## config.mk

```make
export PLATFORM = sky130hd
export DESIGN_NAME = nand_front
export DESIGN_NICKNAME = d
export VERILOG_FILES = /design/src/rtl/nfe_pkg.sv /design/src/rtl/nfe_fifo.sv /design/src/rtl/nfe_seq.sv /design/src/rtl/nand_front.sv
export SDC_FILE = /design/constraint.sdc
export NUM_CORES = 1
export LEC_CHECK = 0
export BUFFER_PORTS_ARGS = -buffer_cell sky130_fd_sc_hd__buf_4
export CAP_MARGIN = 0
export CORE_UTILIZATION = 50
export CTS_BUF_LIST = sky130_fd_sc_hd__clkbuf_4 sky130_fd_sc_hd__clkbuf_8
export CTS_CLUSTER_SIZE = 20
export DETAILED_ROUTE_END_ITERATION = 12
export PLACE_DENSITY = 0.76
export RECOVER_POWER = 25
export SLEW_MARGIN = 20
export SYNTH_ARGS = -nofsm -noshare
export SYNTH_HDL_FRONTEND = slang
export SYNTH_SLANG_ARGS = --single-unit
```

## constraint.sdc

```tcl
create_clock -name clk -period 1.95 [get_ports clk]
set_input_delay 0.0975 -clock clk [delete_from_list [all_inputs] [get_ports clk]]
set_output_delay 0.0975 -clock clk [all_outputs]
set_load 0.05 [all_outputs]
```

## src/rtl/nfe_pkg.sv

```systemverilog
package nfe_pkg;

    typedef enum logic [1:0] {
        OP_CMD  = 2'd0,
        OP_ADDR = 2'd1,
        OP_DATA = 2'd2,
        OP_READ = 2'd3
    } op_e;

    typedef struct packed {
        op_e        op;
        logic [7:0] payload;
    } entry_t;

    typedef enum logic [1:0] {
        SEQ_IDLE   = 2'd0,
        SEQ_SETUP  = 2'd1,
        SEQ_STROBE = 2'd2,
        SEQ_HOLD   = 2'd3
    } seq_state_e;

    typedef enum logic [1:0] {
        PG_NONE  = 2'd0,
        PG_READ  = 2'd1,
        PG_WRITE = 2'd2
    } page_mode_e;

    localparam logic [3:0] RA_CTRL   = 4'd0;
    localparam logic [3:0] RA_STAT   = 4'd1;
    localparam logic [3:0] RA_ISTAT  = 4'd2;
    localparam logic [3:0] RA_IMASK  = 4'd3;
    localparam logic [3:0] RA_CMD    = 4'd4;
    localparam logic [3:0] RA_ADDR   = 4'd5;
    localparam logic [3:0] RA_WDATA  = 4'd6;
    localparam logic [3:0] RA_RREQ   = 4'd7;
    localparam logic [3:0] RA_RDATA  = 4'd8;
    localparam logic [3:0] RA_PGCTL  = 4'd9;
    localparam logic [3:0] RA_ECCRST = 4'd10;
    localparam logic [3:0] RA_ECC    = 4'd11;

endpackage

```

## src/rtl/nfe_fifo.sv

```systemverilog
module nfe_fifo #(
    parameter int W     = 10,
    parameter int DEPTH = 4,
    parameter int CNT_W = $clog2(DEPTH + 1)
) (
    input  logic             clk,
    input  logic             rst_n,
    input  logic             push,
    input  logic [W-1:0]     din,
    input  logic             pop,
    output logic [W-1:0]     dout,
    output logic             empty,
    output logic             full,
    output logic [CNT_W-1:0] count
);
    localparam int PTR_W = (DEPTH > 1) ? $clog2(DEPTH) : 1;
    localparam logic [PTR_W-1:0] LAST = PTR_W'(DEPTH - 1);

    logic [W-1:0]     mem_q [DEPTH];
    logic [PTR_W-1:0] wr_ptr_q, rd_ptr_q;
    logic [CNT_W-1:0] cnt_q;
    logic             do_push, do_pop;

    assign empty   = (cnt_q == '0);
    assign full    = (cnt_q == CNT_W'(DEPTH));
    assign count   = cnt_q;
    assign do_push = push && !full;
    assign do_pop  = pop && !empty;
    assign dout    = mem_q[rd_ptr_q];

    always_ff @(posedge clk or negedge rst_n) begin
        if (!rst_n) begin
            wr_ptr_q <= '0;
            rd_ptr_q <= '0;
            cnt_q    <= '0;
        end else begin
            if (do_push) wr_ptr_q <= (wr_ptr_q == LAST) ? '0 : wr_ptr_q + 1'b1;
            if (do_pop)  rd_ptr_q <= (rd_ptr_q == LAST) ? '0 : rd_ptr_q + 1'b1;
            if (do_push && !do_pop)      cnt_q <= cnt_q + 1'b1;
            else if (do_pop && !do_push) cnt_q <= cnt_q - 1'b1;
        end
    end

    always_ff @(posedge clk) begin
        if (do_push) mem_q[wr_ptr_q] <= din;
    end

endmodule

```

## src/rtl/nfe_seq.sv

```systemverilog
module nfe_seq
    import nfe_pkg::*;
#(
    parameter int DLY_W = 4
) (
    input  logic             clk,
    input  logic             rst_n,
    input  logic             entry_valid,
    input  entry_t           entry,
    input  logic             page_rd_req,
    input  logic [DLY_W-1:0] rd_dly,
    input  logic [DLY_W-1:0] wr_dly,
    input  logic [7:0]       dq_in,
    output logic             pop,
    output logic             busy,
    output logic             done,
    output op_e              done_op,
    output logic [7:0]       done_byte,
    output logic             done_page,
    output logic             cle,
    output logic             ale,
    output logic             we_n,
    output logic             re_n,
    output logic [7:0]       dq_out,
    output logic             dq_oe
);
    seq_state_e       state_q, state_d;
    entry_t           cur_q;
    logic             from_page_q;
    logic [DLY_W-1:0] cnt_q;
    logic [7:0]       cap_q;
    logic             is_read;

    assign is_read = (cur_q.op == OP_READ);

    // state register
    always_ff @(posedge clk or negedge rst_n) begin
        if (!rst_n) state_q <= SEQ_IDLE;
        else        state_q <= state_d;
    end

    // next state
    always_comb begin
        state_d = state_q;
        unique case (state_q)
            SEQ_IDLE:   if (entry_valid || page_rd_req) state_d = SEQ_SETUP;
            SEQ_SETUP:  state_d = SEQ_STROBE;
            SEQ_STROBE: if (cnt_q == '0) state_d = SEQ_HOLD;
            SEQ_HOLD:   state_d = SEQ_IDLE;
        endcase
    end

    // datapath registers
    always_ff @(posedge clk or negedge rst_n) begin
        if (!rst_n) begin
            cur_q       <= '{op: OP_CMD, payload: 8'h00};
            from_page_q <= 1'b0;
            cnt_q       <= '0;
            cap_q       <= '0;
        end else begin
            unique case (state_q)
                SEQ_IDLE: begin
                    if (entry_valid) begin
                        cur_q       <= entry;
                        from_page_q <= 1'b0;
                    end else if (page_rd_req) begin
                        cur_q       <= '{op: OP_READ, payload: 8'h00};
                        from_page_q <= 1'b1;
                    end
                end
                SEQ_SETUP:  cnt_q <= is_read ? rd_dly : wr_dly;
                SEQ_STROBE: begin
                    if (cnt_q != '0)  cnt_q <= cnt_q - 1'b1;
                    else if (is_read) cap_q <= dq_in;
                end
                SEQ_HOLD: ;
            endcase
        end
    end

    // outputs
    always_comb begin
        pop       = (state_q == SEQ_IDLE) && entry_valid;
        busy      = (state_q != SEQ_IDLE);
        done      = (state_q == SEQ_HOLD);
        done_op   = cur_q.op;
        done_byte = is_read ? cap_q : cur_q.payload;
        done_page = from_page_q;
        cle       = busy && (cur_q.op == OP_CMD);
        ale       = busy && (cur_q.op == OP_ADDR);
        dq_oe     = busy && !is_read;
        dq_out    = cur_q.payload;
        we_n      = !((state_q == SEQ_STROBE) && !is_read);
        re_n      = !((state_q == SEQ_STROBE) && is_read);
    end

endmodule

```

## src/rtl/nand_front.sv

```systemverilog
module nand_front
    import nfe_pkg::*;
#(
    parameter int FIFO_DEPTH = 4,
    parameter int DLY_W      = 4,
    parameter int PAGE_SMALL = 256,
    parameter int PAGE_LARGE = 512,
    parameter int HOST_W     = 16
) (
    input  logic              clk,
    input  logic              rst_n,
    input  logic [3:0]        bus_addr,
    input  logic              bus_wr,
    input  logic [HOST_W-1:0] bus_wdata,
    output logic [HOST_W-1:0] bus_rdata,
    output logic              irq,
    output logic              nf_ce_n,
    output logic              nf_cle,
    output logic              nf_ale,
    output logic              nf_we_n,
    output logic              nf_re_n,
    output logic [7:0]        nf_dq_out,
    output logic              nf_dq_oe,
    input  logic [7:0]        nf_dq_in,
    input  logic              nf_rb_n
);
    localparam int EW    = $bits(entry_t);
    localparam int CNT_W = $clog2(FIFO_DEPTH + 1);
    localparam int PG_W  = $clog2(PAGE_LARGE + 1);
    localparam int CTL_W = 2 + 2 * DLY_W;

    // register write decode
    logic wr_ctrl, wr_istat, wr_imask, wr_pgctl, wr_eccrst, push;
    op_e  push_op;
    always_comb begin
        wr_ctrl   = bus_wr && (bus_addr == RA_CTRL);
        wr_istat  = bus_wr && (bus_addr == RA_ISTAT);
        wr_imask  = bus_wr && (bus_addr == RA_IMASK);
        wr_pgctl  = bus_wr && (bus_addr == RA_PGCTL);
        wr_eccrst = bus_wr && (bus_addr == RA_ECCRST);
        push      = bus_wr && (bus_addr >= RA_CMD) && (bus_addr <= RA_RREQ);
        push_op   = op_e'(bus_addr[1:0]);
    end

    // queue
    entry_t           push_entry, head;
    logic [EW-1:0]    head_bits;
    logic             q_empty, q_full, q_pop;
    logic [CNT_W-1:0] q_cnt;
    assign push_entry = '{op: push_op, payload: bus_wdata[7:0]};
    assign head       = entry_t'(head_bits);

    nfe_fifo #(.W(EW), .DEPTH(FIFO_DEPTH), .CNT_W(CNT_W)) u_fifo (
        .clk(clk), .rst_n(rst_n), .push(push), .din(push_entry),
        .pop(q_pop), .dout(head_bits), .empty(q_empty), .full(q_full), .count(q_cnt)
    );

    // control register
    logic             pg_sel_q, width_sel_q;
    logic [DLY_W-1:0] rd_dly_q, wr_dly_q;
    logic [2:0]       imask_q;
    always_ff @(posedge clk or negedge rst_n) begin
        if (!rst_n) begin
            pg_sel_q    <= 1'b0;
            width_sel_q <= 1'b0;
            rd_dly_q    <= '0;
            wr_dly_q    <= '0;
            imask_q     <= '0;
        end else begin
            if (wr_ctrl) begin
                pg_sel_q    <= bus_wdata[0];
                width_sel_q <= bus_wdata[1];
                rd_dly_q    <= bus_wdata[2 +: DLY_W];
                wr_dly_q    <= bus_wdata[2 + DLY_W +: DLY_W];
            end
            if (wr_imask) imask_q <= bus_wdata[2:0];
        end
    end

    // page mode
    page_mode_e    pg_mode_q;
    logic [PG_W-1:0] pg_rem_q;
    logic seq_done, seq_done_page, seq_busy, pg_count, pg_last, page_rd_req;
    op_e        seq_done_op;
    logic [7:0] seq_done_byte;

    assign pg_count = seq_done &&
                      (((pg_mode_q == PG_READ) && seq_done_page) ||
                       ((pg_mode_q == PG_WRITE) && (seq_done_op == OP_DATA)));
    assign pg_last     = pg_count && (pg_rem_q == PG_W'(1));
    assign page_rd_req = (pg_mode_q == PG_READ) && (pg_rem_q != '0);

    always_ff @(posedge clk or negedge rst_n) begin
        if (!rst_n) begin
            pg_mode_q <= PG_NONE;
            pg_rem_q  <= '0;
        end else if (wr_pgctl && (pg_mode_q == PG_NONE) &&
                     ((bus_wdata == HOST_W'(1)) || (bus_wdata == HOST_W'(2)))) begin
            pg_mode_q <= (bus_wdata == HOST_W'(1)) ? PG_READ : PG_WRITE;
            pg_rem_q  <= pg_sel_q ? PG_W'(PAGE_LARGE) : PG_W'(PAGE_SMALL);
        end else if (pg_count) begin
            pg_rem_q <= pg_rem_q - 1'b1;
            if (pg_last) pg_mode_q <= PG_NONE;
        end
    end

    // sequencer
    nfe_seq #(.DLY_W(DLY_W)) u_seq (
        .clk(clk), .rst_n(rst_n), .entry_valid(!q_empty), .entry(head),
        .page_rd_req(page_rd_req), .rd_dly(rd_dly_q), .wr_dly(wr_dly_q),
        .dq_in(nf_dq_in), .pop(q_pop), .busy(seq_busy), .done(seq_done),
        .done_op(seq_done_op), .done_byte(seq_done_byte), .done_page(seq_done_page),
        .cle(nf_cle), .ale(nf_ale), .we_n(nf_we_n), .re_n(nf_re_n),
        .dq_out(nf_dq_out), .dq_oe(nf_dq_oe)
    );

    // status flags, read data, parity
    logic       rb_s1_q, rb_s2_q, byte_rdy_q, pg_done_q, byte_set;
    logic [7:0] rdata_q, ecc_q;
    logic [2:0] istat;
    assign byte_set = seq_done && (seq_done_op == OP_READ) && !seq_done_page;

    always_ff @(posedge clk or negedge rst_n) begin
        if (!rst_n) begin
            rb_s1_q    <= 1'b0;
            rb_s2_q    <= 1'b0;
            byte_rdy_q <= 1'b0;
            pg_done_q  <= 1'b0;
            rdata_q    <= '0;
            ecc_q      <= '0;
        end else begin
            rb_s1_q    <= nf_rb_n;
            rb_s2_q    <= rb_s1_q;
            byte_rdy_q <= byte_set | (byte_rdy_q & ~(wr_istat & bus_wdata[1]));
            pg_done_q  <= pg_last  | (pg_done_q  & ~(wr_istat & bus_wdata[2]));
            if (seq_done && (seq_done_op == OP_READ)) rdata_q <= seq_done_byte;
            if (wr_eccrst) ecc_q <= '0;
            else if (seq_done && ((seq_done_op == OP_READ) || (seq_done_op == OP_DATA)))
                ecc_q <= ecc_q ^ seq_done_byte;
        end
    end

    assign istat   = {pg_done_q, byte_rdy_q, rb_s2_q};
    assign irq     = |(istat & imask_q);
    assign nf_ce_n = !(seq_busy || !q_empty || (pg_mode_q != PG_NONE));

    always_comb begin
        bus_rdata = '0;
        case (bus_addr)
            RA_CTRL:  bus_rdata = HOST_W'({wr_dly_q, rd_dly_q, width_sel_q, pg_sel_q});
            RA_STAT:  bus_rdata = HOST_W'({pg_mode_q != PG_NONE, q_empty, q_full});
            RA_ISTAT: bus_rdata = HOST_W'(istat);
            RA_IMASK: bus_rdata = HOST_W'(imask_q);
            RA_RDATA: bus_rdata = HOST_W'(rdata_q);
            RA_ECC:   bus_rdata = HOST_W'(ecc_q);
            default:  bus_rdata = '0;
        endcase
    end

    logic unused_w;
    assign unused_w = ^{q_cnt, CTL_W'(0)};

endmodule

```

==> Word-level counts from Yosys, hierarchy flattened <==
Memory sizes are Yosys's and may differ from the RTL's.
Cells that the tools add are included.
{ "totals": {"register_bits": 77, "ramBits": 40, "in_bits": 32, "out_inout_bits": 31, "elab_cells": 157, "n_memories": 1} }
{ "mem_list": {"columns": ["memory", "words", "width", "rd", "rd_ports_with_merged_regs", "wr", "line", "rtl"], "rows": [
  ["u_fifo.mem_q", 4, 10, 1, 0, 1, "nfe_fifo.sv:19", "logic [W-1:0] mem_q [DEPTH];"]
]} }
{ "op_classes": {"addsub": 6, "n_lt_le_gt_ge": 2, "n_eq_ne": 25, "muxes": 27, "n_bitwise": 11, "reduce_logical": 63} }
{ "op_table": {"columns": ["operator", "n"], "rows": [
  ["10-bit one-hot mux with 6 select lines", 1],
  ["10-bit 2-to-1 mux", 5],
  ["1-bit logical AND", 27],
  ["8-bit 2-to-1 mux", 3],
  ["16-bit by 1-bit == test with 1-bit output (second input constant)", 1],
  ["16-bit by 2-bit == test with 1-bit output (second input constant)", 1],
  ["4-bit == test (second input constant)", 4],
  ["2-bit 2-to-1 mux", 8],
  ["2-bit == test (second input constant)", 7],
  ["2-bit nonzero test", 7],
  ["10-bit by 1-bit == test with 1-bit output (second input constant)", 1],
  ["10-bit nonzero test", 1],
  ["10-bit by 1-bit subtractor with 10-bit output (second input constant)", 1],
  ["1-bit logical NOT", 9],
  ["4-bit by 2-bit == test with 1-bit output (second input constant)", 2],
  ["4-bit logical NOT", 2],
  ["4-bit 2-to-1 mux", 2],
  ["2-bit by 1-bit inequality test with 1-bit output (second input constant)", 4],
  ["2-bit one-hot mux with 4 select lines", 1],
  ["4-bit one-hot mux with 2 select lines", 1],
  ["2-bit AND reduction", 4],
  ["8-bit bitwise XOR", 1],
  ["2-bit by 1-bit == test with 1-bit output (second input constant)", 3],
  ["2-bit logical NOT", 3],
  ["19 further kinds", 35]
]} }

==> Longest topological paths before layout <==
Gate-level depths: netlist of the first run.
{ "logic_depth": {"ltp_word": 8, "mapped_depth": 10, "ltp_nobuf": 9} }

==> Modules after synthesis <==
From an unflattened synthesis of the first run, not the netlist that was laid out.
{ "hier_totals": {"cells_unflattened": 430, "area_unflattened_um2": 5555.3} }
{ "modules_own_cells": {"columns": ["module", "n_inst", "cells_per_inst", "area_per_inst_um2", "seq_area_each_um2"], "rows": [
  ["nand_front", 1, 229, 2339.7, 1126.1],
  ["nfe_fifo", 1, 89, 1895.6, 1376.3],
  ["nfe_seq", 1, 112, 1320.0, 625.6]
]} }

==> Worst setup path before layout of the first run <==
No wires, ideal clock.
{ "synth_path": {"path_kind": "reg2out", "startpoint": "register u_seq.state_q[0]", "endpoint": "output nf_ale", "arrival_time_ns": 2.110, "required_ns": 1.852, "setup_slack_ns": -0.257, "path_stages_with_launch": 6, "n_path_buf": 2, "path_cell_list": "dfrtp_1 > inv_1 > ha_1 > clkbuf_1 > clkbuf_1 > nor3_1"} }
{ "synth_between": {"elab_chain_cells": 2} }
{ "synth_rtl": {"columns": ["item", "line", "rtl"], "rows": [
  ["start: declaration", "nfe_seq.sv:27", "seq_state_e state_q, state_d;"],
  ["start signal: assignment", "nfe_seq.sv:39", "else state_q <= state_d;"],
  ["2-bit nonzero test", "nfe_seq.sv:84", "busy = (state_q != SEQ_IDLE);"],
  ["1-bit logical AND", "nfe_seq.sv:90", "ale = busy && (cur_q.op == OP_ADDR);"],
  ["end: declaration", "nand_front.sv:19", "output logic nf_ale,"]
]} }
Every way passes these cells.

==> Worst setup path in the final report of the first run <==
{ "layout_path": {"startpoint": "register u_fifo.cnt_q[1], in the netlist u_fifo.count[1]", "endpoint": "output nf_ce_n"} }
{ "layout_between": {"elab_chain_cells": 5} }
{ "layout_rtl": {"columns": ["item", "line", "rtl"], "rows": [
  ["start: declaration", "nfe_fifo.sv:21", "logic [CNT_W-1:0] cnt_q;"],
  ["start signal: assignment", "nfe_fifo.sv:39", "if (do_push && !do_pop) cnt_q <= cnt_q + 1'b1;"],
  ["start signal: assignment", "nfe_fifo.sv:40", "else if (do_pop && !do_push) cnt_q <= cnt_q - 1'b1;"],
  ["3-bit logical NOT", "nfe_fifo.sv:24", "assign empty = (cnt_q == '0);"],
  ["1-bit logical NOT", "nand_front.sv:145", "assign nf_ce_n = !(seq_busy || !q_empty || (pg_mode_q != PG_NONE));"],
  ["1-bit logical OR (2 in series)", "nand_front.sv:145", null],
  ["1-bit logical NOT", "nand_front.sv:145", null],
  ["end: declaration", "nand_front.sv:17", "output logic nf_ce_n,"]
]} }
Every way passes these cells.

==> results of run 1 <==
==> worst register-to-register path: stages, from the launching register on <==
cell	delay [ns]
dfrtp_1	0.43
or3_4	0.40
nand2_4	0.09
ha_4	0.14
inv_2	0.04
fa_2	0.33
xor2_1	0.16
nor2_1	0.11
xor2_1	0.14
==> cells in the final DEF, fill, tap and decap left out, types with 10 or more instances in the layout <==
master,count
mux2_2,32
edfxtp_1,40
buf_4,74
ha_1,14
a21oi_1,17
dfrtp_1,75
inv_1,19
nor2_1,34
dlygate4sd3_1,21
mux4_2,10
clkbuf_8,17
xnor2_1,16
nand2_1,38
==> registers in the layout, indices dropped and copies added, names as in the netlist, 2 cells and up <==
name             count
ecc_q                8
imask_q              3
pg_mode_q            2
pg_rem_q            10
rd_dly_q             4
rdata_q              8
u_fifo.count         3
u_fifo.mem_q        40
u_fifo.rd_ptr_q      2
u_fifo.wr_ptr_q      2
u_seq.cap_q          8
u_seq.cnt_q          4
u_seq.done_op        2
u_seq.dq_out         8
u_seq.state_q        2
wr_dly_q             4
==> final cells by class <==
cell class | instances | area (sq um) | area share
sequential | 117 | 3131 | 0.4493
clock inverter | 15 | 193.9 | 0.02783
inverter | 22 | 82.58 | 0.01185
tap | 136 | 170.2 | 0.02442
multi-input combinational | 281 | 2287 | 0.3282
timing repair buffer | 108 | 869.6 | 0.1248
clock buffer | 17 | 234.0 | 0.03358
==> metrics by stage <==
| stage | setup TNS (ns) | hold WS (ns) | cell area, sq um | instances | util |
|---|---|---|---|---|---|
| floorplan | -0.6169 | -0.1981 | 5549 | 443 | - |
| global placement | 0 | 0.1126 | 6235 | 640 | 0.5933 |
| detailed placement | -0.08396 | 0.1073 | 6235 | 640 | 0.5933 |
| CTS | -0.0007803 | 0.03220 | 6949 | 695 | 0.6613 |
| global route | -0.1924 | 0.02723 | 6968 | 696 | 0.6631 |
| finish | -0.02410 | 0.04906 | 6968 | 696 | 0.6631 |
==> cell families (layout without fill, tap and decap cells) <==
| group | count (synthesis) | count (layout) | synth area share |
|---|---|---|---|
| AOI/OAI and AO/OA | 63 | 63 | 0.08668 |
| xor gates and xnor gates | 18 | 18 | 0.02859 |
| adders and majority gates | 17 | 17 | 0.03994 |
| buffers and inverters | 45 | 162 | 0.03790 |
| DFF | 117 | 117 | 0.5673 |
| muxes | 48 | 48 | 0.1173 |
| other | 1 | 6 | 0.0006801 |
| and+or+nand+nor | 129 | 129 | 0.1216 |
==> cells in the mapped netlist, types with 3 or more instances <==
library cell / instances / area share
mux4_2: 10 / 0.041
xnor2_1: 16 / 0.025
nand3_1: 3 / 0.0027
inv_1: 22 / 0.015
nor3_1: 13 / 0.012
dfrtp_1: 77 / 0.35
edfxtp_1: 40 / 0.22
a32o_1: 8 / 0.015
mux2i_1: 5 / 0.0091
a221oi_1: 3 / 0.0048
and3_1: 3 / 0.0034
a31oi_1: 3 / 0.0034
nor4_1: 7 / 0.0079
buf_2: 8 / 0.0073
nand2b_1: 3 / 0.0034
and2_1: 6 / 0.0068
buf_4: 8 / 0.011
o21ai_0: 6 / 0.0054
ha_1: 16 / 0.036
mux2_2: 32 / 0.065
a21oi_1: 17 / 0.015
nor2_1: 35 / 0.024
a222oi_1: 7 / 0.013
clkbuf_1: 7 / 0.0048
nand2_1: 39 / 0.027
or3_1: 3 / 0.0034
==> how the worst min path moves through the flow <==
stage / startpoint / end / slack [ns] / cells past startpoint
after floorplan: rst_n / byte_rdy_q / -0.20 / 0
after global placement: rst_n / wr_dly_q[2] / 0.11 / 1
after detailed placement: rst_n / wr_dly_q[2] / 0.11 / 1
after CTS: bus_addr[0] / u_fifo.mem_q[3][8] / 0.03 / 1
after global routing: bus_addr[0] / u_fifo.mem_q[2][8] / 0.03 / 1
final: bus_addr[0] / u_fifo.mem_q[2][8] / 0.05 / 1
==> report_power, final <==
| part | total [mW] | internal [mW] | switching, mW |
|---|---|---|---|
| Clock | 2.39 | 1.30 | 1.09 |
| Sequential | 3.72 | 3.15 | 0.563 |
| Combinational | 3.69 | 1.64 | 2.05 |
| Total | 9.79 | 6.09 | 3.70 |
==> what timing repair did <==
item                                    CTS  global route
hold buffers                             21             0
hold endpoints to repair                 94             0
pin swaps                                 3             1
resized for setup                        15            10
buffers inserted                          2             1
endpoints found under the setup margin    6             8
==> per-layer routing <==
layer / vias up / track usage / share of wire
met3: 16 / 0.06140 / 0.061
met4: 0 / 0.09002 / 0.017
met1: 1980 / 0.3135 / 0.42
met2: 148 / 0.4000 / 0.50
met5: - / 0 / 0
li1: 1823 / - / -
==> results.md, run 1 <==
* Setup ws final at -0.02410 ns
* Unrepaired setup endpoints after global routing: true
* GRT Resource Usage Total at 0.2439
* I/O Pins at 63
* R2r endpoint: u_fifo.count[2]
* Leak at 2.904 nW
* # setup viols final at 1
* Max incr delay on CP at 0.42 ns
* R2R setup slack at around 0.04 ns
* Mapped cell area at 5514 sq um
* RR Startpoint: u_fifo.count[0]
* Tightest Hold Check Type: in -> reg
* CP startpoint: u_fifo.count[1]
* CP dominant cell by count: nor3_2
* Synth Area per Inst at around 13 sq um
* Buf/Inv on CP at 2
* Failing checks: negative setup slack
* Rows at 37
* Place WS at -0.06915 ns
* CTS sink cnt at ~120
* Critical path fanouts, max at 4
* Unique masters post-synth at 59
* Period minus WS final at 1.974 ns
* Wirelength per Cell at 18.20 microns
* Fin. Hold Viols at 0
* Fin crit share at 1.012
* CTS tree: yes
* Largest net degree at the start of global routing at 40
* Antenna Nets Post-Route at 0
* Nature of the critical path endpoint: output pin
* Dpl hpwl at 8.907 mm
* Clk_skew at 0.007267 ns
* H-tree depth at 4
* Status: finished with violations
* Critical-path top delay cell: dfrtp_1
* Placer Congestion at around 0.83
* Clk buf depth at 2
* Remaining global-route overflow at 0
* Buffers on Ports at between 50 and 60
* Final nets at 596
* First-pass GRT wire length at 20.69 mm
* Max cap viols at 0
* Peak supply drop at 0.001180 V
* Initial antenna violation count at 0
* Pre-antenna DRT Iters at 5
* Prevailing post-synth register cell: dfrtp_1
* Crit path arrival time at 1.88 ns
* # fillers at 762
* Initial DRC count at 212
* Worst Setup EP: nf_ce_n
* Power Density at 1405 nW/um^2
* Residual DRC at 0
* Share of cells above drive strength 1 at 0.3304
* Largest delay contributor family on the critical path: simple AND/OR/NAND/NOR gates
* Max Transition Viols Final at 0
* Num CTS Buffers at 17
* Via density at 5.700
* Starting Density at 0.5247
* ANT cells at 0
* Core area at approximately 11,000 sq um
* WP depth at 5
* Post-synth ARST share at 0.6581
* Via count of the first global-routing pass at 4,074
* Req. time, crit path at 1.85 ns
* Crit path cell chain: buf_4 > nor3_2 > nand2_1 > nor3_2 > buf_6
* Power Total at 9.791 mW
* YS warnings at 0
* Chip height at 107.0 microns
* Critical path type: reg -> out
* Clk Latency, worst-skew pair at roughly 0.43 ns
* #FFs+latches synth at 117
* EDFF count, synth at 40
* Routed WL at 12.67 mm
* Cells after synthesis at 438
* Via count at 3,967
* Die area at 11,450 sq um
* Max Clk Rate at ~510 MHz
* FF-to-FF path depth at 8
* Root buf cell: clkbuf_8
* Tightest Pin Transition at 1.005 ns
* Crit path launch type: register
* Sequential area share after synthesis at 0.5673
* Slew headroom at 0.3298
* Area growth, synth to finish at 26.37%
* Reg clk slew, reported paths at 0.08 ns
* Die X at between 100 and 150 microns
(Power assumes the default switching activity.)
==> run 2: changes to the inputs <==
CTS_CLUSTER_DIAMETER = 40   (was not set)
SYNTH_HIERARCHICAL = 1   (was not set)
==> results.md, run 2 <==
* Initial DRC count at 295 (+39%)
* Hold path start: bus_addr[2]
* Max Transition Viols Final at 0 (unchanged)
* H-tree depth at 4 (unchanged)
* Cells after synthesis at 430 (-1.8%)
* Remaining global-route overflow at 0 (unchanged)
* Clk Latency, worst-skew pair at 0.43 ns (about the same)
* YS warnings at 6 (+6)
* Power Density at 1441 nW/um^2 (+2.6%)
* Final nets at 602 (+1.0%)
* Fin crit share at 1.133 (+0.1210)
* Via count at 3,944 (-0.58%)
* Place WS at -0.2877 ns (-0.2185 ns)
* Starting Density at 0.5125 (-0.01224)
* Fin. Hold Viols at 0 (unchanged)
* Crit path arrival time at 2.53 ns (+0.65 ns)
* Routed WL at 12.83 mm (+1.3%)
* Post-synth ARST share at 0.6581 (unchanged)
* EDFF count, synth at 40 (unchanged)
* Multiplexer share of the synthesized area at 0.1311 (+0.01377)
* Prevailing post-synth register cell: dfrtp_1
* RR Startpoint: pg_rem_q[5]
* ANT cells at 0 (unchanged)
* CTS sink cnt at 117 (unchanged)
* Max Clk Rate at 452.5 MHz (-11%)
* Most frequent cells in the layout: 83 x buf_4, 76 x dfrtp_1, 40 x edfxtp_1, 39 x mux2_2
* Nature of the critical path endpoint: register
* Critical path type: reg -> reg
* Regs by FF count: u_fifo/mem_q (40), pg_rem_q (10)
* First-pass GRT wire length at 20.31 mm (-1.9%)
* Req. time, crit path at 2.27 ns (+0.42 ns)
* Placed cell count at 643 (+0.47%)
* Period minus WS final at 2.210 ns (+0.2360 ns)
* Root buf cell: clkbuf_8
* Worst hold margin at 0.09924 ns (+0.05018 ns)
* Crit path launch type: register
* Mapped cell area at 5555 sq um (+0.75%)
* Non-filler cells, final at 708 (+1.7%)
* Count leader, synth: dfrtp_1
* Most common cell after layout, fill and taps aside: buf_4
* GRT Resource Usage Total at 0.2395 (-0.004402)
* Critical-path top delay cell: or4_4
* Reg clk slew, reported paths at 0.08 ns (about the same)
* Failing checks: negative setup slack
* FF-to-FF path depth at 7 (-1)
* Largest net degree at the start of global routing at 45 (+13%)
* Die area at 11,540 sq um (+0.73%)
* Dpl hpwl at 8.627 mm (-3.1%)
* Buf/Inv on CP at 0 (-2)
* Chip height at 107.4 microns (+0.36%)
* Via count of the first global-routing pass at 3,949 (-3.1%)
* Largest delay contributor family on the critical path: simple AND/OR/NAND/NOR gates
* #FFs+latches synth at 117 (unchanged)
* Share of cells above drive strength 1 at 0.3803 (+0.04992)
* Die X at 107.4 microns (+0.36%)
* Leak at 2.991 nW (+3.0%)
* Final setup TNS at -3.007 ns (-2.983 ns)
* Max incr delay on CP at 0.54 ns (+0.12 ns)
* Pre-antenna DRT Iters at 5 (unchanged)
* Via density at 5.571 (-2.3%)
* Peak supply drop at 0.0008344 V (-29%)
* Wirelength per Cell at 18.12 microns (-0.46%)
* Initial antenna violation count at 0 (unchanged)
* Antenna Nets Post-Route at 0 (unchanged)
* Placer Congestion at 0.8869 (+7.5%)
* Crit path cell chain: or4_4 > or4_4 > nor2_4 > a21oi_2 > nor2_2 > a22oi_2 > mux2_4
* Yosys top cell by area: dfrtp_1
* Setup ws final at -0.2601 ns (-0.2360 ns)
* Area growth, synth to finish at 29.12%
* R2R setup slack at -0.26 ns (-0.30 ns)
* Rows at 38 (+2.7%)
* CTS tree: yes
* Final Util at 0.6617 (-0.001351)
* Max FFs per register at 40 (unchanged)
* Tightest Pin Transition at 1.039 ns (+0.03383 ns)
* Unrepaired setup endpoints after global routing: true
* Largest family of logic cells by synthesized area: multiplexers
* Top cells by area, synth: dfrtp_1 35%, edfxtp_1 22%, mux2_2 7.9%
* Post-synth top area share at 0.3468 (-0.002597)
* # setup viols final at 19 (+18)
* Max cap viols at 0 (unchanged)
* Synth Area in Adders at 0.03514 (-0.004801)
* Clk buf depth at 2 (unchanged)
* Simple-gate portion of the synthesized area at 0.1270 (+0.005402)
* Top reg by flops: u_fifo/mem_q
* Slew headroom at 0.3047 (-0.02511)
* Synth Area per Inst at 12.92 sq um (+2.6%)
* CP dominant cell by count: or4_4
* XOR/XNOR share of the synthesized area at 0.02838 (-0.0002125)
* Compound-Gate Fraction of Synth Area at 0.07950 (-0.007176)
* Num CTS Buffers at 17 (unchanged)
* R2r endpoint: u_seq/state_q[1]
* Clk_skew at 0.01168 ns (+0.004415 ns)
* Status: finished with violations
* Critical path fanouts, max at 2 (-2)
* Buffers on Ports at 56 (unchanged)
* Residual DRC at 0 (unchanged)
* I/O Pins at 63 (unchanged)
* Unique masters post-synth at 66 (+12%)
* Most frequent cells after synthesis: 77 x dfrtp_1, 40 x edfxtp_1, 39 x mux2_2
* Core area at 10,840 sq um (+3.2%)
* Sequential area share after synthesis at 0.5631 (-0.004216)
* Hold path cells at 5 (+4)
* Tightest Hold Check Type: in -> reg
* End of the worst hold path: pg_done_q
## run 2: kinds of logic (layout without fill, tap and decap cells)
| family | Yosys count | after routing |
|---|---|---|
| other cells | 1 | 6 |
| compound gates | 58 | 58 |
| buf+inv | 42 | 175 |
| simple gates | 125 | 125 |
| flops | 117 | 117 |
| mux | 54 | 54 |
| xor+xnor | 18 | 18 |
| fa+ha+maj | 15 | 15 |
## run 2: layout make-up
type,instances,area [sq um]
multi-input combinational,276,2376
tap,140,175.2
sequential,117,3129
fill,790,3667
clock inverter,14,151.4
timing repair buffer,123,1013
clock buffer,18,247.7
inverter,20,80.08
## run 2: where the power goes
part | internal (mW) | total, mW | switching, mW | leakage, nW
clock | 1.18 | 2.20 | 1.03 | 0.199
combinational | 2.13 | 4.40 | 2.28 | 1.53
sequential | 3.18 | 3.73 | 0.549 | 1.26
total | 6.49 | 10.3 | 3.85 | 2.99
## run 2: worst max-delay path by stage
stage / from / end / slack (ns) / cells past startpoint
2_1_floorplan: pg_rem_q[5] / u_seq/state_q[1] / -0.25 / 7
3_3_place_gp: pg_rem_q[5] / u_seq/state_q[1] / -0.27 / 7
3_5_place_dp: pg_rem_q[5] / u_seq/state_q[1] / -0.29 / 7
4_1_cts: pg_rem_q[5] / u_seq/state_q[1] / -0.23 / 7
5_1_grt: pg_rem_q[5] / u_seq/state_q[1] / -0.32 / 7
6_report: pg_rem_q[5] / u_seq/state_q[1] / -0.26 / 7
## run 2: timing repair
action / 4_1_cts / 5_1_grt
gates cloned: 0 / 0
buffers inserted: 8 / 3
endpoints found under the hold margin: 96 / 0
gates resized for setup: 15 / 11
pin swaps: 9 / 9
endpoints found under the setup margin: 19 / 22
hold buffers: 22 / 0
## run 2: through the flow
step / instance area (sq um) / total power [mW]
detailed placement: 6411 / 7.813
CTS: 7141 / 10.26
finish: 7173 / 10.34
global placement: 6411 / 7.634
floorplan: 5647 / 6.444
global route: 7173 / 10.88
## run 2: tightest hold or removal path, stage by stage
cell     delay, ns
buf_4         0.15
nor4_1        0.08
nand2_1       0.07
nand2_1       0.05
nand2_1       0.05
## run 2: metal layers
layer,share of wire,vias to the layer above,global-route usage
met4,0.011,0,0.07828
met2,0.51,137,0.3940
met5,0,-,0
li1,-,1818,-
met1,0.42,1978,0.3127
met3,0.056,11,0.05751
